**src/rtl/rps_pkg.sv**
```systemverilog
package rps_pkg;
  typedef enum logic [1:0] {
    ST_IDLE = 2'd0,
    ST_RUN  = 2'd1,
    ST_TAIL = 2'd2
  } rps_state_e;
endpackage

```
**src/rtl/rps_row_ptr.sv**
```systemverilog
module rps_row_ptr #(
  parameter int ROWS = 3008,
  localparam int W = $clog2(ROWS)
) (
  input  logic         clk,
  input  logic         rst_n,
  input  logic         load,
  input  logic [W-1:0] load_val,
  input  logic         adv,
  output logic [W-1:0] ptr
);
  localparam logic [W-1:0] LAST = W'(ROWS - 1);

  always_ff @(posedge clk) begin
    if (!rst_n)    ptr <= '0;
    else if (load) ptr <= load_val;
    else if (adv)  ptr <= (ptr == LAST) ? '0 : ptr + 1'b1;
  end
endmodule

```
**src/rtl/rps_match_cnt.sv**
```systemverilog
module rps_match_cnt #(
  parameter int W = 12
) (
  input  logic         clk,
  input  logic         rst_n,
  input  logic         clr,
  input  logic         inc,
  input  logic [W-1:0] target,
  output logic         hit
);
  logic [W-1:0] cnt;
  logic [W-1:0] nxt;

  assign nxt = cnt + 1'b1;
  assign hit = inc && (nxt == target);

  always_ff @(posedge clk) begin
    if (!rst_n)   cnt <= '0;
    else if (clr) cnt <= '0;
    else if (inc) cnt <= nxt;
  end
endmodule

```
**src/rtl/row_ptr_seq.sv**
```systemverilog
module row_ptr_seq #(
  parameter int ROWS  = 3008,
  parameter int CNT_W = 12,
  localparam int ROW_W = $clog2(ROWS)
) (
  input  logic             clk,
  input  logic             rst_n,
  input  logic             frame_start,
  input  logic             row_clk,
  input  logic             dual_mode,
  input  logic             fast_reset,
  input  logic [ROW_W-1:0] start_row,
  input  logic [CNT_W-1:0] int_time,
  input  logic [CNT_W-1:0] line_count,
  output logic [ROW_W-1:0] left_ptr,
  output logic [ROW_W-1:0] right_ptr,
  output logic             left_sync,
  output logic             right_sync,
  output logic             eof
);
  import rps_pkg::*;

  rps_state_e       state;
  logic             half;
  logic             r_loaded;
  logic             lsync_q, rsync_q, eof_q;
  logic [ROW_W-1:0] rptr_q;
  logic             rc_live, step, cnt_inc, int_inc;
  logic             int_hit, line_hit, zero_int;

  assign zero_int = (int_time == '0);
  assign rc_live  = row_clk && (state != ST_IDLE) && !frame_start;
  assign step     = rc_live && (!dual_mode || half);
  assign cnt_inc  = step && (state == ST_RUN);
  assign int_inc  = cnt_inc && !r_loaded;

  rps_match_cnt #(.W(CNT_W)) u_int_cnt (
    .clk(clk), .rst_n(rst_n), .clr(frame_start), .inc(int_inc),
    .target(int_time), .hit(int_hit)
  );

  rps_match_cnt #(.W(CNT_W)) u_line_cnt (
    .clk(clk), .rst_n(rst_n), .clr(frame_start), .inc(cnt_inc),
    .target(line_count), .hit(line_hit)
  );

  rps_row_ptr #(.ROWS(ROWS)) u_left (
    .clk(clk), .rst_n(rst_n), .load(frame_start), .load_val(start_row),
    .adv(rc_live), .ptr(left_ptr)
  );

  rps_row_ptr #(.ROWS(ROWS)) u_right (
    .clk(clk), .rst_n(rst_n), .load(frame_start || int_hit),
    .load_val(start_row), .adv(rc_live && r_loaded), .ptr(rptr_q)
  );

  always_ff @(posedge clk) begin
    if (!rst_n) begin
      state    <= ST_IDLE;
      half     <= 1'b0;
      r_loaded <= 1'b0;
      lsync_q  <= 1'b0;
      rsync_q  <= 1'b0;
      eof_q    <= 1'b0;
    end else begin
      lsync_q <= frame_start;
      rsync_q <= (frame_start && zero_int) || int_hit;
      eof_q   <= 1'b0;
      if (frame_start) begin
        state    <= ST_RUN;
        half     <= 1'b0;
        r_loaded <= zero_int;
      end else if (rc_live) begin
        half <= !half;
        if (int_hit) r_loaded <= 1'b1;
        if (state == ST_TAIL) begin
          eof_q <= 1'b1;
          state <= ST_IDLE;
        end else if (line_hit) begin
          if (dual_mode) begin
            state <= ST_TAIL;
          end else begin
            eof_q <= 1'b1;
            state <= ST_IDLE;
          end
        end
      end
    end
  end

  assign left_sync  = lsync_q;
  assign eof        = eof_q;
  assign right_ptr  = fast_reset ? left_ptr : rptr_q;
  assign right_sync = fast_reset ? lsync_q  : rsync_q;
endmodule

```
**config.mk**
```make
export PLATFORM = sky130hd
export DESIGN_NAME = row_ptr_seq
export DESIGN_NICKNAME = d
export VERILOG_FILES = /design/src/rtl/rps_pkg.sv /design/src/rtl/rps_row_ptr.sv /design/src/rtl/rps_match_cnt.sv /design/src/rtl/row_ptr_seq.sv
export SDC_FILE = /design/constraint.sdc
export NUM_CORES = 1
export LEC_CHECK = 0
export BUFFER_PORTS_ARGS = -buffer_cell sky130_fd_sc_hd__buf_2
export CORE_MARGIN = 8
export CORE_UTILIZATION = 56
export DETAILED_ROUTE_END_ITERATION = 16
export PLACE_DENSITY_LB_ADDON = 0.1
export SYNTH_ARGS = -nofsm -noshare
export SYNTH_HDL_FRONTEND = slang
export SYNTH_SLANG_ARGS = --single-unit
```
**constraint.sdc**
```tcl
create_clock -name clk -period 2.8 [get_ports clk]
set_input_delay 0.56 -clock clk [delete_from_list [all_inputs] [get_ports clk]]
set_output_delay 0.56 -clock clk [all_outputs]
set_load 0.05 [all_outputs]
```
==> reports/results.ini, run 1 <==
[place]
io_buffers=68
dpl.cell_count=589
placed_cell_area_mm2=0.004101
hpwl_mm=7.343
gp_congestion=0.9189

[power]
p_int_uw=1103
power_uw=1621
sw_frac_of_total_pct=31.95
clockPowerShare_pct=28.0
p_leak_uw=0.001605
p_comb_share_pct=19.9
powerDensity_mw_per_mm2=386.4
ir_worst_vdd_uv=247.9
power_switching_uw=517.9
power_frac_seq_pct=52.1

[timing]
setup_violations=0
rsz0062_at_grt=false
fin_crit_ps=2422
setup_tns_ps=0
fmax_mhz=412.9
worst_clock_skew_ps=12.71
hold_viol=0
post-route-period-util_pct=86.50
finalMaxSlewViolations=0
tightestPinTransition_ps=650.8
relSlewSlack_pct=56.42

[detailed_routing]
antenna_left=0
dr_total_vias=3490
wire_per_inst_um=16.01
vias_per_cell=5.846
first_iter_violations=186
drt-total-wl_mm=9.559
route.detailed.drc=0
firstDrtPassIters=4

[setup_path]
critPathKind=reg2reg
cp.required_ps=3040
r2r_cells=8
worstPathArrival_ps=2660
cp-endpoint=u_right.ptr[3]
cp_max_fo=14
r2r_start=u_int_cnt.cnt[0]
r2r_slack_ps=380
cpPeakStageDelay_ps=450
r2r_end=u_right.ptr[3]
critPathLaunch=u_int_cnt.cnt[0]
worstSetupStartpointType=register
worst_path_max_delay_cell=dfxtp_1
critPathCaptureType=register
cp_cell_sequence=ha_1 > nand3_2 > nor4_2 > xor2_1 > a221oi_1 > a21o_1 > buf_4 > mux2i_1

[clock_network]
cts_tree=done
cts_hold_buf=0
clk_latency_ps=310
cts_sinks=55
cts_resized=0
root_buffer=clkbuf_8
cts.reportedPaths.clkPinSlew_ps=110
cts.htree.levels=2
cts_made_buffers=5
postCtsSetupBuffers=0
clockBufferDepth=2

[floorplanning]
io_pins=69
rows=29
fp.dieW_um=97.56
start_util_pct=58.33
dieArea_mm2=0.009517
core_mm2=0.006386
die_y_um=97.56

[yosys]
ys.warnings.count=0
synth_fp_nets=503
yosysUniqueCellTypes=59
netlist_area_mm2=0.003725
synthCells=457
synth_area_leaders=dfxtp_1 (30%), xnor2_1 (8.0%), nand2_1 (6.1%)
ys.flop_type=dfxtp_1
yosys.area.top_type_share_pct=29.56
synth_top_cell_by_area=dfxtp_1
synth_enable_flop_cells=0
async_reset_ff_share_pct=0
synth-seq-cells=55
yosysSeqAreaShare_pct=29.56
synth.avg_cell_area_um2=8.151

[finish]
final_cells=597
area_growth_pct=12.63
antenna_cells_inserted=0
fill_cells=574
layout_commonest_cell=buf_2
final_cell_mix=buf_2 (68), nand2_1 (61), dfxtp_1 (55)
fin_area_mm2=0.004195
nNetsFinal=565
drive_above_1_share_pct=20.38

[global_route]
grt_start_max_net_pins=27
grt_usage_pct=19.53
use_met1_pct=25.46
use_met2_pct=31.09
grt_overflow=0
grt_pass1_vias=3439
grt.busiest_layer=met2
antenna_found_initial=0
grt_use_met3_pct=4.694
grt_pass1_wl_mm=16.19

[worst_hold_path]
min_path_type=in2reg

[flow_run]
maxCapViolations=0

[run_status]
status=finished, final reports clean

==> registers in the layout (all words and copies together) (netlist names) <==
| register | count |
|---|---|
| state | 2 |
| u_line_cnt.cnt | 12 |
| rsync_q | 1 |
| eof | 1 |
| u_int_cnt.cnt | 12 |
| u_right.ptr | 12 |
| half | 1 |
| left_sync | 1 |
| r_loaded | 1 |
| u_left.ptr | 12 |
==> layout make-up <==
cell class / instances / area [um^2] / share of cell area, %
Clock inverter: 3 / 25.02 / 0.5965
Clock buffer: 5 / 68.82 / 1.640
Sequential cell: 55 / 1101 / 26.25
Inverter: 9 / 33.78 / 0.8052
Multi-Input combinational cell: 371 / 2462 / 58.69
Tap cell: 77 / 96.34 / 2.296
Timing Repair Buffer: 77 / 407.9 / 9.723
==> kinds of logic after synthesis <==
kind of cell | count (synthesis) | synth area share (%)
AND/OR/NAND/NOR | 214 | 30.53
adder cells (fa/ha/maj) | 4 | 1.344
AO/OA/AOI/OAI | 64 | 11.46
XOR/XNOR | 59 | 14.28
flip-flops | 55 | 29.56
buffers and inverters | 31 | 4.333
multiplexers | 30 | 8.498
==> cell usage after synthesis, types with 12 or more instances <==
| master | count |
|---|---|
| xor2_1 | 24 |
| xnor2_1 | 34 |
| dfxtp_1 | 55 |
| mux2i_1 | 17 |
| nor2b_1 | 12 |
| nand2_1 | 61 |
| clkbuf_1 | 13 |
| nor2_1 | 39 |
| nor3_1 | 14 |
| nand3_1 | 17 |
| o21ai_0 | 22 |
| mux2_2 | 13 |
==> stage by stage <==
| stage | util, % | setup WS [ps] | hold slack [ps] |
|---|---|---|---|
| global route | 65.69 | 204.1 | 500.3 |
| global placement | 64.22 | 524.3 | 501.9 |
| floorplan | - | 399.7 | 479.7 |
| CTS | 65.69 | 398.3 | 498.8 |
| finish | 65.69 | 378.1 | 499.6 |
| detailed placement | 64.22 | 429.5 | 512.6 |
==> metal layers <==
layer  routed length, um  vias up
li1                    -     1739
met1                4574     1648
met2                4360       91
met3                 489       12
met4                 134        0
met5                   0        -
==> critical path, delay by kind of cell (launching register included) <==
kind / cells / cell delay (ps)
AOI/OAI and AO/OA: 2 / 450
xor gates and xnor gates: 1 / 110
adders and majority gates: 1 / 290
buffers and inverters: 1 / 250
DFF: 1 / 450
muxes: 1 / 240
and+or+nand+nor: 2 / 560
==> worst min-delay path by stage <==
| stage | startpoint | to | cells past startpoint |
|---|---|---|---|
| floorplan | half | half | 2 |
| global placement | u_line_cnt.cnt[1] | u_line_cnt.cnt[1] | 2 |
| detailed placement | u_line_cnt.cnt[1] | u_line_cnt.cnt[1] | 2 |
| CTS | start_row[5] | u_right.ptr[5] | 3 |
| global route | start_row[6] | u_right.ptr[6] | 3 |
| finish | start_row[5] | u_right.ptr[5] | 3 |
==> power by group through the flow <==
stage	sequential [uW]	clock (uW)	combinational (uW)
after floorplan	889	0	193
after global placement	860	0	318
after detailed placement	861	0	323
after CTS	843	465	324
after global routing	848	495	349
final	844	454	323
No activity file was read; power rests on OpenSTA's default activity.
==> inputs of run 2 (changes only) <==
Settings changed: ABC_AREA from default to 1, CORE_UTILIZATION 56 to 57.
==> reports/results.ini, run 2 <==
[yosys]
synth_enable_flop_cells=0  ; unchanged
synthCells=642  ; +40%
synth-seq-cells=55  ; unchanged
synth_fp_nets=688  ; +37%
yosys.area.top_type_share_pct=27.58  ; -2.0 points
synth_area_leaders=dfxtp_1 (28%), nand2_1 (16%), inv_1 (7.6%)
ys.warnings.count=0  ; unchanged
yosysUniqueCellTypes=39  ; -34%
yosysMostFrequentCell=nand2_1
synth_common_cells=nand2_1 (175), inv_1 (81), dfxtp_1 (55)
synth.avg_cell_area_um2=6.219  ; -24%
synth_top_cell_by_area=dfxtp_1
netlist_area_mm2=0.003993  ; +7.2%
yosysSeqAreaShare_pct=27.58  ; -2.0 points
async_reset_ff_share_pct=0  ; unchanged
ys.flop_type=dfxtp_1

[place]
gp_congestion=0.8928  ; -2.8%
hpwl_mm=8.285  ; +13%
post-place-ws_ps=544.8  ; +115.3 ps
io_buffers=68  ; unchanged

[global_route]
grt_overflow=0  ; unchanged
grt_pass1_wl_mm=17.78  ; +9.8%
grt_usage_pct=21.56  ; +2.0 points
grt_start_max_net_pins=27  ; unchanged
antenna_found_initial=0  ; unchanged
grt_pass1_vias=3832  ; +11%

[detailed_routing]
wire_per_inst_um=13.44  ; -16%
vias_per_cell=5.378  ; -8.0%
drt-total-wl_mm=10.75  ; +12%
dr_total_vias=4302  ; +23%
antenna_left=0  ; unchanged
first_iter_violations=231  ; +24%
route.detailed.drc=0  ; unchanged
firstDrtPassIters=5  ; +1

[clock_network]
clockBufferDepth=2  ; unchanged
cts_made_buffers=5  ; unchanged
cts.htree.levels=2  ; unchanged
clk_latency_ps=310  ; about the same
cts_sinks=55  ; unchanged
cts_hold_buf=0  ; unchanged
root_buffer=clkbuf_8
cts_resized=0  ; unchanged
cts_tree=done
postCtsSetupBuffers=0  ; unchanged
cts.reportedPaths.clkPinSlew_ps=110  ; about the same

[timing]
hold_viol=0  ; unchanged
fin_crit_ps=2305  ; -117.2 ps
finalWorstSetupSlack_ps=495.3  ; +117.2 ps
setup_violations=0  ; unchanged
post-route-period-util_pct=82.31  ; -4.2 points
holdWs_ps=489.4  ; -10.23 ps
finalMaxSlewViolations=0  ; unchanged
tightestPinTransition_ps=844.7  ; +193.9 ps
rsz0062_at_grt=false
setup_tns_ps=0  ; unchanged
relSlewSlack_pct=43.69  ; -13 points
fmax_mhz=433.9  ; +5.1%
worst_clock_skew_ps=4.318  ; -8.394 ps

[worst_hold_path]
min_path_type=reg2reg

[finish]
fin_util_pct=66.81  ; +1.1 points
area_growth_pct=13.69
final_cell_mix=nand2_1 (175), inv_1 (81), buf_2 (68)
nNetsFinal=749  ; +33%
multi_input_area_mm2=0.002472  ; +0.41%
drive_above_1_share_pct=20.74  ; +0.35 points
antenna_cells_inserted=0  ; unchanged
seq_area_mm2=0.001101  ; unchanged
fill_cells=612  ; +6.6%
layout_commonest_cell=nand2_1

[setup_path]
critPathKind=reg2reg
critPathCaptureType=register
cp_max_fo=24  ; +10
worstPathArrival_ps=2570  ; -90 ps
cp.required_ps=3070  ; +30 ps
worstSetupStartpointType=register

[floorplanning]
rows=30  ; +3.4%
fp.dieW_um=99.70  ; +2.2%
io_pins=69  ; unchanged
dieArea_mm2=0.009939  ; +4.4%
core_mm2=0.006794  ; +6.4%
die_y_um=99.70  ; +2.2%
start_util_pct=58.77  ; +0.44 points

[flow_run]
maxCapViolations=0  ; unchanged

[power]
powerDensity_mw_per_mm2=402.9  ; +4.3%
p_leak_uw=0.002070  ; +29%
ir_worst_vdd_uv=289.2  ; +17%

[run_status]
status=finished, final reports clean

==> run 2: changes by cell type in the layout (fill, tap and decap cells not counted), sizes merged, moves of 14 or more <==
cell   delta
nand2   +137
inv      +73
nand3    +41
xnor2    -30
a21oi    +29
o21ai    +27
nor2     +21
mux2i    -17
xor2     -17
nand4    +14
==> run 2: layout make-up <==
type | instances | area share, %
clock inverter | 3 | 1.488
inverter | 84 | 6.974
tap | 96 | 2.646
multi-input combinational | 482 | 54.47
sequential | 55 | 24.26
clock buffer | 5 | 1.516
timing repair buffer | 75 | 8.655
==> run 2: routing by layer <==
metal / vias to the layer above / share of wire (%) / global-route usage (%)
met2: 156 / 46 / 34.17
met4: 0 / 1.0 / 5.239
met3: 9 / 8.5 / 5.028
met5: - / 0 / 0
li1: 2207 / - / -
met1: 1930 / 45 / 28.58
==> run 2: kinds of logic after synthesis <==
family                   Yosys count  synth area share [%]
XOR/XNOR                          11                 2.413
flip-flops                        55                 27.58
AO/OA/AOI/OAI                    103                 14.54
multiplexers                       1                0.2820
buffers and inverters            105                 10.50
adder cells (fa/ha/maj)            4                 1.254
AND/OR/NAND/NOR                  363                 43.43
==> run 2: path summary, 6_finish.rpt <==
| check | startpoint | to | slack (ps) | cells after the start |
|---|---|---|---|---|
| worst min-delay path | half | half | 490 | 2 |
| worst min register to register | half | half | 490 | 2 |
| worst max-delay path | u_int_cnt.cnt[0] | r_loaded | 500 | 15 |
| worst max register to register | u_int_cnt.cnt[0] | r_loaded | 500 | 15 |
==> run 2: critical path: stages (launching register included) <==
cell and delay, ps:
dfxtp_1 440, ha_1 250, nand3_1 110, nor2_2 150, nand2_1 80, nand2_1 90, nor2_1 40, nor2_1 130
nand3_2 110, nor2_4 110, nand2_4 200, nand2_4 260, nand2_1 100, o21ai_1 80, nand2_1 60, inv_1 50
==> run 2: through the flow <==
stage	area, um^2	power, uW	std cells
2_1_floorplan	3993	1093	642
3_3_place_gp	4403	1195	792
3_5_place_dp	4403	1200	792
4_1_cts	4539	1836	800
5_1_grt	4539	1897	800
6_report	4539	1829	800
==> run 2: where the power goes <==
part           leakage, uW  internal (uW)  total [uW]  switching, uW
Combinational      0.00156            106         345            240
Clock            0.0000644            357         643            286
Sequential        0.000449            808         841           32.4
Total              0.00207           1270        1830            558
==> inputs of run 3 (changes only) <==
Clock period 2.8 ns to 2.4 ns, I/O delays scaled along.
==> reports/results.ini, run 3 (synthesis results as in run 2) <==
[timing]
setup_violations=0  ; unchanged
post-route-period-util_pct=89.51  ; +7.2 points
rsz0062_at_grt=false
hold_viol=0  ; unchanged
finalMaxSlewViolations=0  ; unchanged
setup_tns_ps=0  ; unchanged
worst_clock_skew_ps=6.545  ; +2.228 ps
fmax_mhz=465.5  ; +7.3%
relSlewSlack_pct=45.37  ; +1.7 points
tightestPinTransition_ps=819.4  ; -25.27 ps
fin_crit_ps=2148  ; -156.5 ps

[clock_network]
cts_tree=done
cts_made_buffers=5  ; unchanged
clk_latency_ps=300  ; about the same
clockBufferDepth=2  ; unchanged
cts_sinks=55  ; unchanged
cts.reportedPaths.clkPinSlew_ps=100  ; about the same
cts.htree.levels=2  ; unchanged
root_buffer=clkbuf_8

[setup_path]
critPathCaptureType=register
critical-path-top-delay-family=simple AND/OR/NAND/NOR gates
timing.critical_path.buf_inv=1  ; unchanged
crit_top_cell=nor2_1
cpPeakStageDelay_ps=370  ; -70 ps
worstPathArrival_ps=2340  ; -230 ps
cp.required_ps=2590  ; -480 ps
worstSetupStartpointType=register
cp_cell_sequence=ha_2 > xnor2_1 > nand2_1 > nor2_1 > nand2_1 > nor2_1 > nand3_2 > nor2_4 > nand2_8 > buf_4 > nand3_1 > nand2_1 > nor2_1 > nor2_1
cp_max_fo=15  ; -38%
critPathKind=reg2reg
worst_path_max_delay_cell=dfxtp_2

[floorplanning]
core_mm2=0.006794  ; unchanged
start_util_pct=58.77  ; unchanged
rows=30  ; unchanged
fp.dieW_um=99.70  ; unchanged
die_y_um=99.70  ; unchanged
dieArea_mm2=0.009939  ; unchanged
io_pins=69  ; unchanged

[detailed_routing]
antenna_left=0  ; unchanged
dr_total_vias=4188  ; -2.6%
vias_per_cell=5.196  ; -3.4%
route.detailed.drc=0  ; unchanged
firstDrtPassIters=5  ; unchanged
wire_per_inst_um=13.34  ; -0.72%
drt-total-wl_mm=10.75  ; about the same
first_iter_violations=228  ; -1.3%

[power]
power_frac_seq_pct=50.2  ; +4.2 points
clockPowerShare_pct=29.1  ; -6.1 points
ir_worst_vdd_uv=226.7  ; -22%
sw_frac_of_total_pct=31.82  ; +1.3 points
p_leak_uw=0.002071  ; about the same
powerDensity_mw_per_mm2=428.0  ; +6.2%
p_comb_share_pct=20.7  ; +1.8 points
p_int_uw=1331  ; +4.7%
power_switching_uw=621.1  ; +11%

[place]
placed_cell_area_mm2=0.004448  ; +1.0%
gp_congestion=0.9353  ; +4.8%
hpwl_mm=8.442  ; +1.9%
io_buffers=68  ; unchanged

[global_route]
grt_pass1_wl_mm=18.16  ; +2.1%
grt_pass1_vias=3932  ; +2.6%
grt_overflow=0  ; unchanged
grt_usage_pct=21.85  ; +0.29 points
antenna_found_initial=0  ; unchanged
grt_start_max_net_pins=27  ; unchanged

[run_status]
status=finished, final reports clean

[finish]
layout_commonest_cell=nand2_1
area_growth_pct=14.23
nNetsFinal=755  ; +0.80%
antenna_cells_inserted=0  ; unchanged
final_cell_mix=nand2_1 (175), inv_1 (81), buf_2 (68)
drive_above_1_share_pct=21.55  ; +0.81 points
fin_area_mm2=0.004561  ; +0.47%

[flow_run]
maxCapViolations=0  ; unchanged

[worst_hold_path]
min_path_type=in2reg

[run 3: changes by cell type in the layout (fill, tap and decap cells not counted), sizes merged]
cell and change:
bufinv -2, clkbuf +3, buf +6, clkinvlp -1
[run 3: power by group through the flow]
stage / Clock, uW / Sequential, uW / Combinational, uW
after floorplan: 0 / 1030 / 241
after global placement: 0 / 999 / 395
after detailed placement: 0 / 1000 / 401
after CTS: 583 / 978 / 403
after global routing: 615 / 985 / 440
final: 568 / 980 / 404
[run 3: layer usage]
metal / track usage [%] / vias up / wire, um
li1: - / 2225 / -
met1: 29.85 / 1827 / 5153
met2: 34.84 / 128 / 4863
met3: 3.701 / 8 / 637
met4: 4.657 / 0 / 99
met5: 0 / - / 0
[run 3: layout make-up]
cell class,instances,area [um^2]
Tap cell,96,120.1
Sequential cell,55,1102
Inverter,84,316.6
Multi-Input combinational cell,482,2484
Timing Repair Buffer,81,437.9
Fill cell,655,2233
Clock buffer,8,100.1
[run 3: tightest hold or removal path, stage by stage]
cell	delay [ps]
buf_2	130
nand2_1	60
inv_1	40
[run 3: what timing repair did]
action	in CTS	in global routing
endpoints found under the hold margin	0	0
endpoints found under the setup margin	0	2
gates resized for setup	0	3
setup buffers	0	0
hold buffers	0	0
[run 3: worst paths after layout]
| kind | cells past startpoint | end | slack (ps) | startpoint |
|---|---|---|---|---|
| max | 14 | u_right.ptr[9] | 250 | u_int_cnt.cnt[1] |
| min | 3 | left_sync | 430 | rst_n |
| max reg2reg | 14 | u_right.ptr[9] | 250 | u_int_cnt.cnt[1] |
| min reg2reg | 2 | half | 480 | half |
[run 3: metrics by stage]
step / utilization (%) / worst slack [ps] / hold WS [ps] / total power, uW / instances
after CTS: 66.94 / 202.1 / 425.0 / 1964 / 806
after global placement: 65.47 / 273.1 / 455.1 / 1394 / 798
final: 67.13 / 251.8 / 430.2 / 1952 / 806
after detailed placement: 65.47 / 223.8 / 468.6 / 1401 / 798
after global routing: 67.13 / 1.270 / 430.6 / 2041 / 806
after floorplan: - / 164.6 / 444.2 / 1276 / 642
